<file path="src/rtl/pclk_pkg.sv">
package pclk_pkg;

    typedef enum logic [1:0] {
        CH_START,
        CH_RUN,
        CH_DRAIN,
        CH_SYNC
    } ch_state_t;

    typedef struct packed {
        logic [2:0] src;
        logic [2:0] pres;
    } ch_cfg_t;

    localparam int MCK_BIT  = 8;
    localparam int RDY_BASE = 8;
    localparam int CNT_W    = 7;

    // Division factor for a prescaler code: direct (code+1) or power of two.
    function automatic logic [CNT_W-1:0] div_of(input logic [2:0] pres, input logic direct);
        if (direct)
            return CNT_W'(pres) + CNT_W'(1);
        else
            return CNT_W'(1) << pres;
    endfunction

endpackage

</file>
<file path="src/rtl/pclk_regdec.sv">
module pclk_regdec
    import pclk_pkg::*;
#(
    parameter int NUM_SRC = 5,
    parameter bit WIDE    = 1'b0,
    parameter bit HAS_MCK = 1'b1,
    parameter bit DIRECT  = 1'b0
) (
    input  logic [31:0] wdata,
    output logic        ok,
    output ch_cfg_t     cfg,
    output logic [31:0] word
);
    localparam int PRES_LSB = WIDE ? 4 : 2;
    localparam int SRC_W    = WIDE ? 3 : 2;
    localparam bit MCK_ON   = !WIDE && HAS_MCK;

    logic [2:0] field;
    logic [2:0] pres;
    logic       mck;
    logic       src_ok;
    logic       pres_ok;
    logic       unused_bits;

    always_comb begin
        pres    = wdata[PRES_LSB +: 3];
        field   = 3'(wdata[SRC_W-1:0]);
        mck     = MCK_ON ? wdata[MCK_BIT] : 1'b0;
        src_ok  = mck ? (field == 3'd0) : (32'(field) < NUM_SRC);
        pres_ok = DIRECT || (pres != 3'd7);
        ok      = src_ok && pres_ok;
        cfg.pres = pres;
        cfg.src  = mck ? 3'd4 : field;
        word = '0;
        word[PRES_LSB +: 3] = pres;
        word[SRC_W-1:0]     = field[SRC_W-1:0];
        if (mck)
            word[MCK_BIT] = 1'b1;
    end

    assign unused_bits = ^wdata;

endmodule

</file>
<file path="src/rtl/pclk_chan.sv">
module pclk_chan
    import pclk_pkg::*;
#(
    parameter int NUM_SRC = 5,
    parameter bit DIRECT  = 1'b0
) (
    input  logic               clk,
    input  logic               rst_n,
    input  logic               we,
    input  ch_cfg_t            new_cfg,
    input  logic [NUM_SRC-1:0] src_tick,
    output logic               pck,
    output logic               ready
);
    ch_state_t state_q, state_d;
    ch_cfg_t   act_q, pend_q, sw_cfg;

    logic [CNT_W-1:0] cnt_q, cnt_nx, cnt_adv;
    logic [CNT_W-1:0] n_act, n_new, n_sw, half;
    logic [7:0]       tick_pad;
    logic             tick_act, at_end, change, out_q, out_adv;

    always_comb begin
        tick_pad = 8'(src_tick);
        tick_act = tick_pad[act_q.src];
        n_act    = div_of(act_q.pres, DIRECT);
        n_new    = div_of(new_cfg.pres, DIRECT);
        sw_cfg   = we ? new_cfg : pend_q;
        n_sw     = div_of(sw_cfg.pres, DIRECT);
        half     = n_act >> 1;
        at_end   = cnt_q >= (n_act - CNT_W'(1));
        cnt_nx   = at_end ? '0 : cnt_q + CNT_W'(1);
        cnt_adv  = tick_act ? cnt_nx : cnt_q;
        if (n_act == CNT_W'(1))
            out_adv = tick_act;
        else if (tick_act)
            out_adv = cnt_nx < half;
        else
            out_adv = out_q;
        change   = we && (new_cfg != act_q);
    end

    // next state
    always_comb begin
        state_d = state_q;
        unique case (state_q)
            CH_START: if (!we && tick_act) state_d = CH_RUN;
            CH_RUN:   if (change) state_d = CH_DRAIN;
            CH_DRAIN: if (tick_act && at_end) state_d = CH_SYNC;
            CH_SYNC: begin
                if (change)
                    state_d = CH_DRAIN;
                else if (tick_act)
                    state_d = CH_RUN;
            end
        endcase
    end

    // state register
    always_ff @(posedge clk) begin
        if (!rst_n)
            state_q <= CH_START;
        else
            state_q <= state_d;
    end

    // divider datapath
    always_ff @(posedge clk) begin
        if (!rst_n) begin
            act_q  <= '0;
            pend_q <= '0;
            cnt_q  <= '0;
            out_q  <= 1'b0;
        end else begin
            unique case (state_q)
                CH_START: begin
                    if (we) begin
                        act_q  <= new_cfg;
                        pend_q <= new_cfg;
                        cnt_q  <= n_new - CNT_W'(1);
                        out_q  <= 1'b0;
                    end else begin
                        cnt_q  <= cnt_adv;
                        out_q  <= out_adv;
                    end
                end
                CH_RUN, CH_SYNC: begin
                    if (change)
                        pend_q <= new_cfg;
                    cnt_q <= cnt_adv;
                    out_q <= out_adv;
                end
                CH_DRAIN: begin
                    if (we)
                        pend_q <= new_cfg;
                    if (tick_act && at_end) begin
                        act_q <= sw_cfg;
                        cnt_q <= n_sw - CNT_W'(1);
                        out_q <= 1'b0;
                    end else begin
                        cnt_q <= cnt_adv;
                        out_q <= out_adv;
                    end
                end
            endcase
        end
    end

    // outputs
    always_comb begin
        ready = (state_q == CH_RUN);
        pck   = out_q;
    end

endmodule

</file>
<file path="src/rtl/pclk_gen.sv">
module pclk_gen
    import pclk_pkg::*;
#(
    parameter int NUM_OUT = 8,
    parameter int NUM_SRC = 5,
    parameter bit WIDE    = 1'b0,
    parameter bit HAS_MCK = 1'b1,
    parameter bit DIRECT  = 1'b0
) (
    input  logic               clk,
    input  logic               rst_n,
    input  logic [NUM_SRC-1:0] src_tick,
    input  logic               wr_en,
    input  logic [3:0]         addr,
    input  logic [31:0]        wdata,
    output logic [31:0]        rdata,
    output logic [NUM_OUT-1:0] pck
);
    localparam int MAX_OUT   = 8;
    localparam int STAT_ADDR = 8;

    logic               dec_ok;
    ch_cfg_t            dec_cfg;
    logic [31:0]        dec_word;
    logic               addr_is_ctrl;
    logic               wr_ok;
    logic [31:0]        ctrl_q [MAX_OUT];
    logic [MAX_OUT*32-1:0] ctrl_flat;
    logic [31:0]        cur_word;
    logic [31:0]        status;
    logic [NUM_OUT-1:0] ready;

    pclk_regdec #(
        .NUM_SRC(NUM_SRC),
        .WIDE   (WIDE),
        .HAS_MCK(HAS_MCK),
        .DIRECT (DIRECT)
    ) u_dec (
        .wdata(wdata),
        .ok   (dec_ok),
        .cfg  (dec_cfg),
        .word (dec_word)
    );

    always_comb begin
        addr_is_ctrl = !addr[3] && (32'(addr[2:0]) < NUM_OUT);
        wr_ok        = wr_en && dec_ok && addr_is_ctrl;
    end

    for (genvar g = 0; g < MAX_OUT; g++) begin : g_reg
        if (g < NUM_OUT) begin : g_live
            always_ff @(posedge clk) begin
                if (!rst_n)
                    ctrl_q[g] <= '0;
                else if (wr_ok && addr[2:0] == 3'(g))
                    ctrl_q[g] <= dec_word;
            end
        end else begin : g_none
            assign ctrl_q[g] = '0;
        end
        assign ctrl_flat[g*32 +: 32] = ctrl_q[g];
    end

    for (genvar c = 0; c < NUM_OUT; c++) begin : g_ch
        pclk_chan #(
            .NUM_SRC(NUM_SRC),
            .DIRECT (DIRECT)
        ) u_ch (
            .clk     (clk),
            .rst_n   (rst_n),
            .we      (wr_ok && addr[2:0] == 3'(c)),
            .new_cfg (dec_cfg),
            .src_tick(src_tick),
            .pck     (pck[c]),
            .ready   (ready[c])
        );
    end

    always_comb begin
        status = '0;
        for (int i = 0; i < NUM_OUT; i++)
            status[RDY_BASE + i] = ready[i];
        cur_word = ctrl_q[addr[2:0]];
        if (addr_is_ctrl)
            rdata = cur_word;
        else if (addr == 4'(STAT_ADDR))
            rdata = status;
        else
            rdata = '0;
    end

endmodule

</file>
<file path="config.mk">
export PLATFORM = sky130hd
export DESIGN_NAME = pclk_gen
export DESIGN_NICKNAME = d
export VERILOG_FILES = /design/src/rtl/pclk_pkg.sv /design/src/rtl/pclk_regdec.sv /design/src/rtl/pclk_chan.sv /design/src/rtl/pclk_gen.sv
export SDC_FILE = /design/constraint.sdc
export NUM_CORES = 1
export LEC_CHECK = 0
export CORE_MARGIN = 2
export CORE_UTILIZATION = 45
export DETAILED_ROUTE_END_ITERATION = 10
export PLACE_DENSITY = 0.75
export SLEW_MARGIN = 20
export SYNTH_ARGS = -nofsm -noshare
export SYNTH_HDL_FRONTEND = slang
export SYNTH_SLANG_ARGS = --single-unit
</file>
<file path="constraint.sdc">
create_clock -name clk -period 4.2 [get_ports clk]
set_input_delay 1.26 -clock clk [delete_from_list [all_inputs] [get_ports clk]]
set_output_delay 1.26 -clock clk [all_outputs]
set_load 0.1 [all_outputs]
</file>
==> impl_metrics.tcl, run 1 <==
set metrics [dict create \
    synth_xor_area_share_pct 4.86 \
    wl_met1_mm 20.6 \
    fin_worst_hold_slack_ns 0.477 \
    synth_area_leaders "dfxtp_1 21%, edfxtp_1 8.5%, ha_1 8.3%" \
    highest_layer "met5" \
    clk_path_buf_depth 3 \
    synth_top_family_by_area "simple AND/OR/NAND/NOR gates" \
    yosys.area.top_type "dfxtp_1" \
    syn_area_um2 16900 \
    fill_cells 3453 \
    grt_setup_unrepaired "true" \
    worstPathMaxFanout 9 \
    arrival_ns 2.91 \
    required_ns 2.94 \
    synth-simple-area-share_pct 23.4 \
    synth-seq-cells 224 \
    slowest_delay_ns 0.39 \
    synth_edf_count 48 \
    layout-drive-gt1-share_pct 11.9 \
    hp-class "register to register" \
    tightest_slew_ns 1.00 \
    wl_met2_mm 23.2 \
    drtIter0Drc 1466 \
    drcViolationCount 0 \
    postSynthAreaPerCell_um2 8.01 \
    synth_cell_types 80 \
    placed_cell_area_um2 18300 \
    slew_headroom_pct 32.8 \
    top_level_ports 84 \
    routabilityCongestion 0.925 \
    root_buffer "clkbuf_16" \
    numPortBuffers 38 \
    syn-instance-count 2114 \
    yosys-mux-area-fraction_pct 9.02 \
    fin_area_um2 19200 \
    die_x_um 198 \
    h-tree-depth 1 \
    stdcell_count 2664 \
    wl_per_cell_um 18.3 \
    post-place-cells 2615 \
    layout.nets 2288 \
    cp-end-kind "output port" \
    cp_cell_sequence "dlygate4sd2_1 -> bufbuf_16 -> or3_4 -> nor2_2 -> nand3_1 -> o21ai_2 -> buf_12" \
    vias 16022 \
    max_cap_viol_count 0 \
    setup_tns_ns 0 \
    wl_met3_mm 2.96 \
    final-max-slew-violation-count 0 \
    numCtsBuffers 25 \
    power_leakage_nw 7.24 \
    worst_setup_path_start_kind "input pin" \
    die_area_um2 39200 \
    grt_max_degree 56 \
    yosysSeqAreaShare_pct 29.3 \
    grt_overflow 0 \
    powerDensity_nw_per_um2 296 \
    period_share_pct 99.4 \
    fmax_mhz 240 \
    yosysWarningCount 0 \
    syn_to_final_growth_pct 13.6 \
    final_util_pct 51.5 \
    clkTransAtPathRegs_ns 0.06 \
    critical_path_class "input pin to output port" \
    synthMostInstantiatedCell "nor2_1" \
    first_pass_iters 5 \
    track_usage_pct 24.7 \
    start_util_pct 45.3 \
    grt_pass1_wl_mm 78.8 \
    netlist.area_leader.share_pct 20.8 \
    wirelength_mm 48.7 \
    async_flop_share_pct 0 \
    finalSetupViolCount 0 \
    synth_compound_area_share_pct 18.7 \
    clock-sinks 224 \
    floorplan.rows 71 \
    hold_violations 0 \
    critPathSlowestCell "or3_4" \
    postCtsHoldBufs 0 \
    fin_crit_ns 4.17 \
    cts_tree "done" \
    vdd_ir_drop_max_mv 0.314 \
    viasPerCell 6.01 \
    core_um2 37400 \
    antenna_found_initial 4 \
    fin_worst_skew_ns 0.00929 \
    synth_top_cells_by_count "283 x nor2_1, 176 x dfxtp_1, 172 x nand2_1" \
    grt_pass1_vias 15466 \
    status "completed" \
    synth_ff_type "dfxtp_1" \
    worstSkewPairLatency_ns 0.54 \
    synth_fa_ha_area_share_pct 8.27 \
    ant_nets 0 \
    dp_hpwl_mm 35.3 \
    die-height_um 198 \
]
## timing repair
action | in CTS | in global routing
buffers inserted | 0 | 0
cloned | 1 | 0
resized for setup | 9 | 2
endpoints found under the setup margin | 9 | 8
## through the flow
stage                     power, mW  setup slack (ns)
after floorplan                3.05            -0.218
after global placement         3.30            -0.105
after detailed placement       3.33            -0.140
after CTS                      5.71           0.00858
after global routing           5.90           0.00309
final                          5.70            0.0263
## cells in the final DEF (no fill, tap or decap), types with 8 or more instances in the layout
cell / Yosys / routed
a31oi_1: 31 / 31
clkdlybuf4s50_1: 0 / 19
mux2_2: 11 / 11
o21ai_1: 11 / 11
conb_1: 1 / 19
mux2i_1: 102 / 101
nor4_1: 32 / 30
o21a_1: 28 / 28
nand3b_1: 26 / 26
clkbuf_16: 0 / 25
a311oi_1: 31 / 31
or3_1: 26 / 25
nand2_1: 172 / 171
dfxtp_1: 176 / 176
nor3b_1: 11 / 11
edfxtp_1: 48 / 48
nand4_1: 17 / 17
or2_2: 10 / 10
nand3_1: 114 / 114
mux4_2: 17 / 17
buf_12: 1 / 18
nor2b_1: 22 / 20
nor2_1: 283 / 276
o22ai_1: 12 / 12
a221oi_1: 8 / 8
inv_1: 50 / 50
a211oi_1: 24 / 24
a21o_1: 19 / 19
a41oi_1: 8 / 8
or4_1: 8 / 8
o21ai_0: 124 / 123
ha_1: 112 / 112
nor2_2: 1 / 8
buf_4: 29 / 114
xnor2_1: 49 / 49
nor3_1: 40 / 32
and2_1: 13 / 13
xor2_1: 45 / 45
and3_1: 29 / 29
a21oi_1: 113 / 113
## report_power, final
part | switching, mW | internal, mW
Sequential | 0.0635 | 2.26
Combinational | 0.657 | 0.330
Clock | 0.924 | 1.47
Total | 1.65 | 4.06
## sequential cells by signal, indices dropped and copies added, names as in the netlist
name	flops
g_ch.u_ch.pck	8
ctrl_q	48
g_ch.u_ch.cnt_q	56
g_ch.u_ch.act_q	48
g_ch.u_ch.state_q	16
g_ch.u_ch.pend_q	48
## routing by layer
metal,vias up,GRT usage (%)
met3,128,2.67
met4,4,10.5
met2,558,42.7
li1,7698,-
met1,7634,31.3
met5,-,0
## area by class of cell
class                      count  area (um^2)  share of cell area (%)
tap                          511          639                    3.32
clock buffer                  33          696                    3.61
clock inverter                13          191                   0.995
sequential                   224         4960                    25.8
multi-input combinational   1671        11100                    57.5
timing repair buffer         159         1490                    7.73
antenna                        2         5.00                  0.0260
inverter                      51          194                    1.01
## final timing paths
check / from / end / slack (ns) / depth (start not counted)
min: g_ch[3].u_ch.pend_q[5] / g_ch[3].u_ch.act_q[5] / 0.48 / 2
min reg2reg: g_ch[3].u_ch.pend_q[5] / g_ch[3].u_ch.act_q[5] / 0.48 / 2
max: addr[0] / rdata[8] / 0.03 / 7
max reg2reg: g_ch[6].u_ch.act_q[1] / g_ch[6].u_ch.pck / 0.29 / 14
## kinds of logic (layout without fill, tap and decap cells)
logic type,after synthesis,in the layout
other,1,21
buffers and inverters,237,256
adders and majority gates,112,112
and+or+nand+nor,828,828
muxes,130,130
DFF,224,224
AOI/OAI and AO/OA,488,488
xor gates and xnor gates,94,94
## critical path, delay by kind of cell
kind	cells	cell delay [ns]
buffers and inverters	3	0.86
and+or+nand+nor	3	0.65
AOI/OAI and AO/OA	1	0.13
No activity file was read; power rests on OpenSTA's default activity.
==> inputs of run 2 (changes only) <==
PLACE_DENSITY = 0.73   (was 0.75)
clock period = 5.35 ns   (was 4.2 ns; I/O delays follow)
==> impl_metrics.tcl, run 2 (synthesis results as in run 1) <==
set metrics [dict create \
    hold_violations 0 \
    powerDensity_nw_per_um2 229 \
    stdcell_count 2597 \
    fin_crit_ns 5.11 \
    drcViolationCount 0 \
    worst_setup_path_start_kind "input pin" \
    layout_common_cells "278 x nor2_1, 176 x dfxtp_1, 172 x nand2_1, 123 x o21ai_0, 114 x nand3_1" \
    final_util_pct 49.6 \
    fmax_mhz 196 \
    post-place-cells 2551 \
    first_pass_iters 5 \
    post_cts_resized 0 \
    h-tree-depth 1 \
    wl_met2_mm 22.0 \
    top_level_ports 84 \
    fin_area_um2 18500 \
    final-max-slew-violation-count 0 \
    wl_met1_mm 20.2 \
    fill_cells 3437 \
    numCtsBuffers 24 \
    grt_pass1_wl_mm 76.6 \
    dp_hpwl_mm 33.8 \
    clk_path_buf_depth 3 \
    largest_reg_flops 56 \
    grt_setup_unrepaired "false" \
    min-delay-start "g_ch[7].u_ch.pend_q[5]" \
    layout-drive-gt1-share_pct 8.54 \
    root_buffer "clkbuf_16" \
    core_um2 37400 \
    syn_to_final_growth_pct 9.42 \
    numPortBuffers 38 \
    rr_startpoint "g_ch[6].u_ch.act_q[2]" \
    placed_cell_area_um2 17700 \
    tightest_slew_ns 1.05 \
    drtIter0Drc 1478 \
    timing.rr.end "g_ch[6].u_ch.pck" \
    highest_layer "met4" \
    viasPerCell 6.06 \
    floorplan.rows 71 \
    grt_overflow 0 \
    worstPathMaxFanout 7 \
    vdd_ir_drop_max_mv 0.183 \
    power_leakage_nw 6.83 \
    vias 15742 \
    wl_met3_mm 2.83 \
    layout.nets 2222 \
    antenna_found_initial 2 \
    holdPathStages 2 \
    cts_tree "done" \
    critPathLaunch "addr[1]" \
    arrival_ns 3.51 \
    worstSkewPairLatency_ns 0.53 \
    max_cap_viol_count 0 \
    finalSetupViolCount 0 \
    die-height_um 198 \
    ant_nets 0 \
    slew_headroom_pct 30.2 \
    final_common_cell "nor2_1" \
    top_register "g_ch.u_ch.cnt_q" \
    hp-class "register to register" \
    required_ns 3.74 \
    reg2reg_slack_ns 0.91 \
    wirelength_mm 47.2 \
    wl_per_cell_um 18.2 \
    fin_worst_skew_ns 0.0219 \
    period_share_pct 95.5 \
    cts_setup_buffers 0 \
    track_usage_pct 23.9 \
    grt_pass1_vias 14863 \
    power_mw 4.25 \
    grt_max_degree 63 \
    postCtsHoldBufs 0 \
    setup_tns_ns 0 \
    clkTransAtPathRegs_ns 0.06 \
    die_area_um2 39200 \
    min_to "g_ch[7].u_ch.act_q[5]" \
    status "completed" \
    clock-sinks 224 \
    die_x_um 198 \
    reg2regPathDepth 15 \
    critical_path_class "input pin to output port" \
    cp-end-kind "output port" \
    start_util_pct 45.3 \
    routabilityCongestion 0.928 \
]
[run 2: layout make-up]
type | instances | area, um^2 | share of cell area [%]
Antenna cell | 2 | 5.00 | 0.0270
Clock buffer | 30 | 653 | 3.52
Clock inverter | 14 | 143 | 0.770
Inverter | 51 | 194 | 1.05
Multi-Input combinational cell | 1671 | 11000 | 59.3
Sequential cell | 224 | 4960 | 26.8
Tap cell | 511 | 639 | 3.45
Timing Repair Buffer | 94 | 936 | 5.05
[run 2: metal layers]
metal	track usage, %	vias to the layer above
met5	0	-
met3	2.74	143
met2	40.1	564
met1	30.7	7481
met4	11.0	0
li1	-	7554
[run 2: power breakdown]
| group | internal, mW | leakage (nW) | switching, mW |
|---|---|---|---|
| sequential | 1.77 | 1.88 | 0.0498 |
| clock | 0.969 | 0.380 | 0.725 |
| combinational | 0.230 | 4.57 | 0.500 |
| total | 2.97 | 6.83 | 1.27 |
[run 2: how the worst max path moves through the flow]
stage | end | slack, ns | cells after the start
5_1_grt | rdata[11] | 0.20 | 6
3_5_place_dp | rdata[8] | 0.27 | 6
2_1_floorplan | rdata[10] | -0.53 | 4
4_1_cts | rdata[14] | 0.27 | 6
3_3_place_gp | rdata[14] | 0.27 | 6
6_report | rdata[9] | 0.24 | 6
[run 2: critical path, stage by stage]
cell             delay (ns)
clkdlybuf4s50_1        0.60
nor3_1                 0.32
nand2_1                0.17
buf_4                  0.21
nor3_1                 0.36
buf_12                 0.24
[run 2: per-stage QoR]
| stage | hold slack [ns] | setup slack [ns] |
|---|---|---|
| final | 0.479 | 0.238 |
| after global routing | 0.496 | 0.203 |
| after CTS | 0.479 | 0.272 |
| after detailed placement | 0.473 | 0.273 |
| after global placement | 0.460 | 0.268 |
| after floorplan | 0.454 | -0.529 |
==> inputs of run 3 (changes only) <==
MAX_ROUTING_LAYER = met4   (was not set)
==> impl_metrics.tcl, run 3 (synthesis results as in run 1) <==
set metrics [dict create \
    root_buffer "clkbuf_16" \
    die-height_um 198 \
    power_leakage_nw 6.91 \
    tightest_slew_ns 1.03 \
    crit_buf_inv 4 \
    endpoint "rdata[11]" \
    worst_setup_path_start_kind "input pin" \
    numCtsBuffers 25 \
    syn_to_final_growth_pct 10.3 \
    clk_path_buf_depth 3 \
    wirelength_mm 47.9 \
    timing.rr.end "g_ch[6].u_ch.pck" \
    critPathSlowestCell "clkdlybuf4s50_1" \
    reg2regPathDepth 15 \
    drtIter0Drc 1573 \
    path_depth 7 \
    core_um2 37400 \
    first_pass_iters 5 \
    final_common_cell "nor2_1" \
    worstSkewPairLatency_ns 0.53 \
    cp_top_family "buffers and inverters" \
    vias 15793 \
    fin_worst_skew_ns 0.0164 \
    max_cap_viol_count 0 \
    powerDensity_nw_per_um2 243 \
    track_usage_pct 25.2 \
    grt_setup_unrepaired "false" \
    grt_pass1_vias 15102 \
    h-tree-depth 1 \
    clock-sinks 224 \
    hold_violations 0 \
    fin_worst_hold_slack_ns 0.481 \
    critPathLaunch "addr[0]" \
    numPortBuffers 38 \
    cp_cell_sequence "clkdlybuf4s50_1 -> buf_12 -> nor3_1 -> nand2_1 -> buf_4 -> nor3_1 -> buf_12" \
    routabilityCongestion 0.924 \
    period_share_pct 94.4 \
    die_x_um 198 \
    grt_max_degree 69 \
    slew_headroom_pct 31.6 \
    antenna_found_initial 2 \
    ant_nets 0 \
    post_cts_resized 0 \
    vdd_ir_drop_max_mv 0.162 \
    wl_per_cell_um 18.4 \
    status "completed" \
    cts_setup_buffers 0 \
    critical_path_class "input pin to output port" \
    start_util_pct 45.3 \
    drcViolationCount 0 \
    grt_pass1_wl_mm 78.6 \
    finalSetupViolCount 0 \
    hp-class "register to register" \
    layout.nets 2226 \
    setup_tns_ns 0 \
    viasPerCell 6.07 \
    placed_cell_area_um2 17700 \
    clkTransAtPathRegs_ns 0.07 \
    fill_cells 3488 \
    die_area_um2 39200 \
    dp_hpwl_mm 34.0 \
    floorplan.rows 71 \
    worstPathMaxFanout 20 \
    top_level_ports 84 \
    largest_reg_flops 56 \
    final-max-slew-violation-count 0 \
    reg2reg_slack_ns 1.06 \
    cts_tree "done" \
    top_register "g_ch.u_ch.cnt_q" \
    layout_common_cells "278 x nor2_1, 176 x dfxtp_1, 172 x nand2_1, 123 x o21ai_0, 114 x nand3_1" \
    layout-drive-gt1-share_pct 8.66 \
    rr_startpoint "g_ch[6].u_ch.act_q[2]" \
    required_ns 3.74 \
    arrival_ns 3.44 \
    fmax_mhz 198 \
    fin_area_um2 18700 \
    cp-end-kind "output port" \
    grt_overflow 0 \
    slowest_delay_ns 0.44 \
    postCtsHoldBufs 0 \
    fin_crit_ns 5.05 \
]
[run 3: stage by stage]
stage | util [%] | worst slack [ns] | total power [mW] | cells
6_report | 50.0 | 0.302 | 4.54 | 2602
3_3_place_gp | 47.4 | 0.327 | 2.56 | 2554
2_1_floorplan | - | -0.529 | 2.39 | 2132
5_1_grt | 50.0 | 0.176 | 4.69 | 2602
4_1_cts | 49.9 | 0.269 | 4.55 | 2600
3_5_place_dp | 47.4 | 0.273 | 2.58 | 2554
[run 3: layout make-up]
cell class | instances | area, um^2 | share of cell area [%]
Clock inverter | 18 | 307 | 1.64
Sequential cell | 224 | 4960 | 26.6
Timing Repair Buffer | 97 | 946 | 5.06
Clock buffer | 28 | 637 | 3.41
Antenna cell | 2 | 5.00 | 0.0268
Inverter | 51 | 194 | 1.04
Multi-Input combinational cell | 1671 | 11000 | 58.8
Tap cell | 511 | 639 | 3.42
[run 3: worst min-delay path by stage]
stage | start | end | slack (ns) | depth (start not counted)
after floorplan | g_ch[7].u_ch.pend_q[3] | g_ch[7].u_ch.act_q[3] | 0.45 | 2
after global placement | g_ch[7].u_ch.pend_q[3] | g_ch[7].u_ch.act_q[3] | 0.46 | 2
after detailed placement | g_ch[7].u_ch.pend_q[3] | g_ch[7].u_ch.act_q[3] | 0.47 | 2
after CTS | g_ch[7].u_ch.pend_q[3] | g_ch[7].u_ch.act_q[3] | 0.48 | 2
after global routing | g_ch[7].u_ch.pend_q[5] | g_ch[7].u_ch.act_q[5] | 0.51 | 2
final | g_ch[7].u_ch.pend_q[3] | g_ch[7].u_ch.act_q[3] | 0.48 | 2
[run 3: worst reg2reg max path, cell delays in order, from the launching register on]
cell and delay (ns):
dfxtp_1 0.55, inv_1 0.15, or3_1 0.35, nand2_1 0.08, ha_1 0.25, a21o_1 0.20
a221o_1 0.36, a21o_1 0.34, nor2_1 0.18, ha_1 0.25, a21o_1 0.18, a21o_1 0.17
a221oi_1 0.26, o21ai_0 0.15, a2111oi_0 0.49, o2111a_1 0.25
[run 3: power by group]
group	leakage [nW]	switching [mW]	internal [mW]
clock network	0.447	0.731	1.25
logic	4.58	0.502	0.231
registers	1.88	0.0509	1.77
[run 3: routing by layer]
| layer | vias to the layer above | global-route usage, % | wire (um) |
|---|---|---|---|
| met5 | - | - | 0 |
| met4 | 0 | 9.41 | 1750 |
| met3 | 126 | 2.69 | 3260 |
| met2 | 614 | 41.5 | 22500 |
| met1 | 7488 | 32.0 | 20400 |
| li1 | 7565 | - | - |
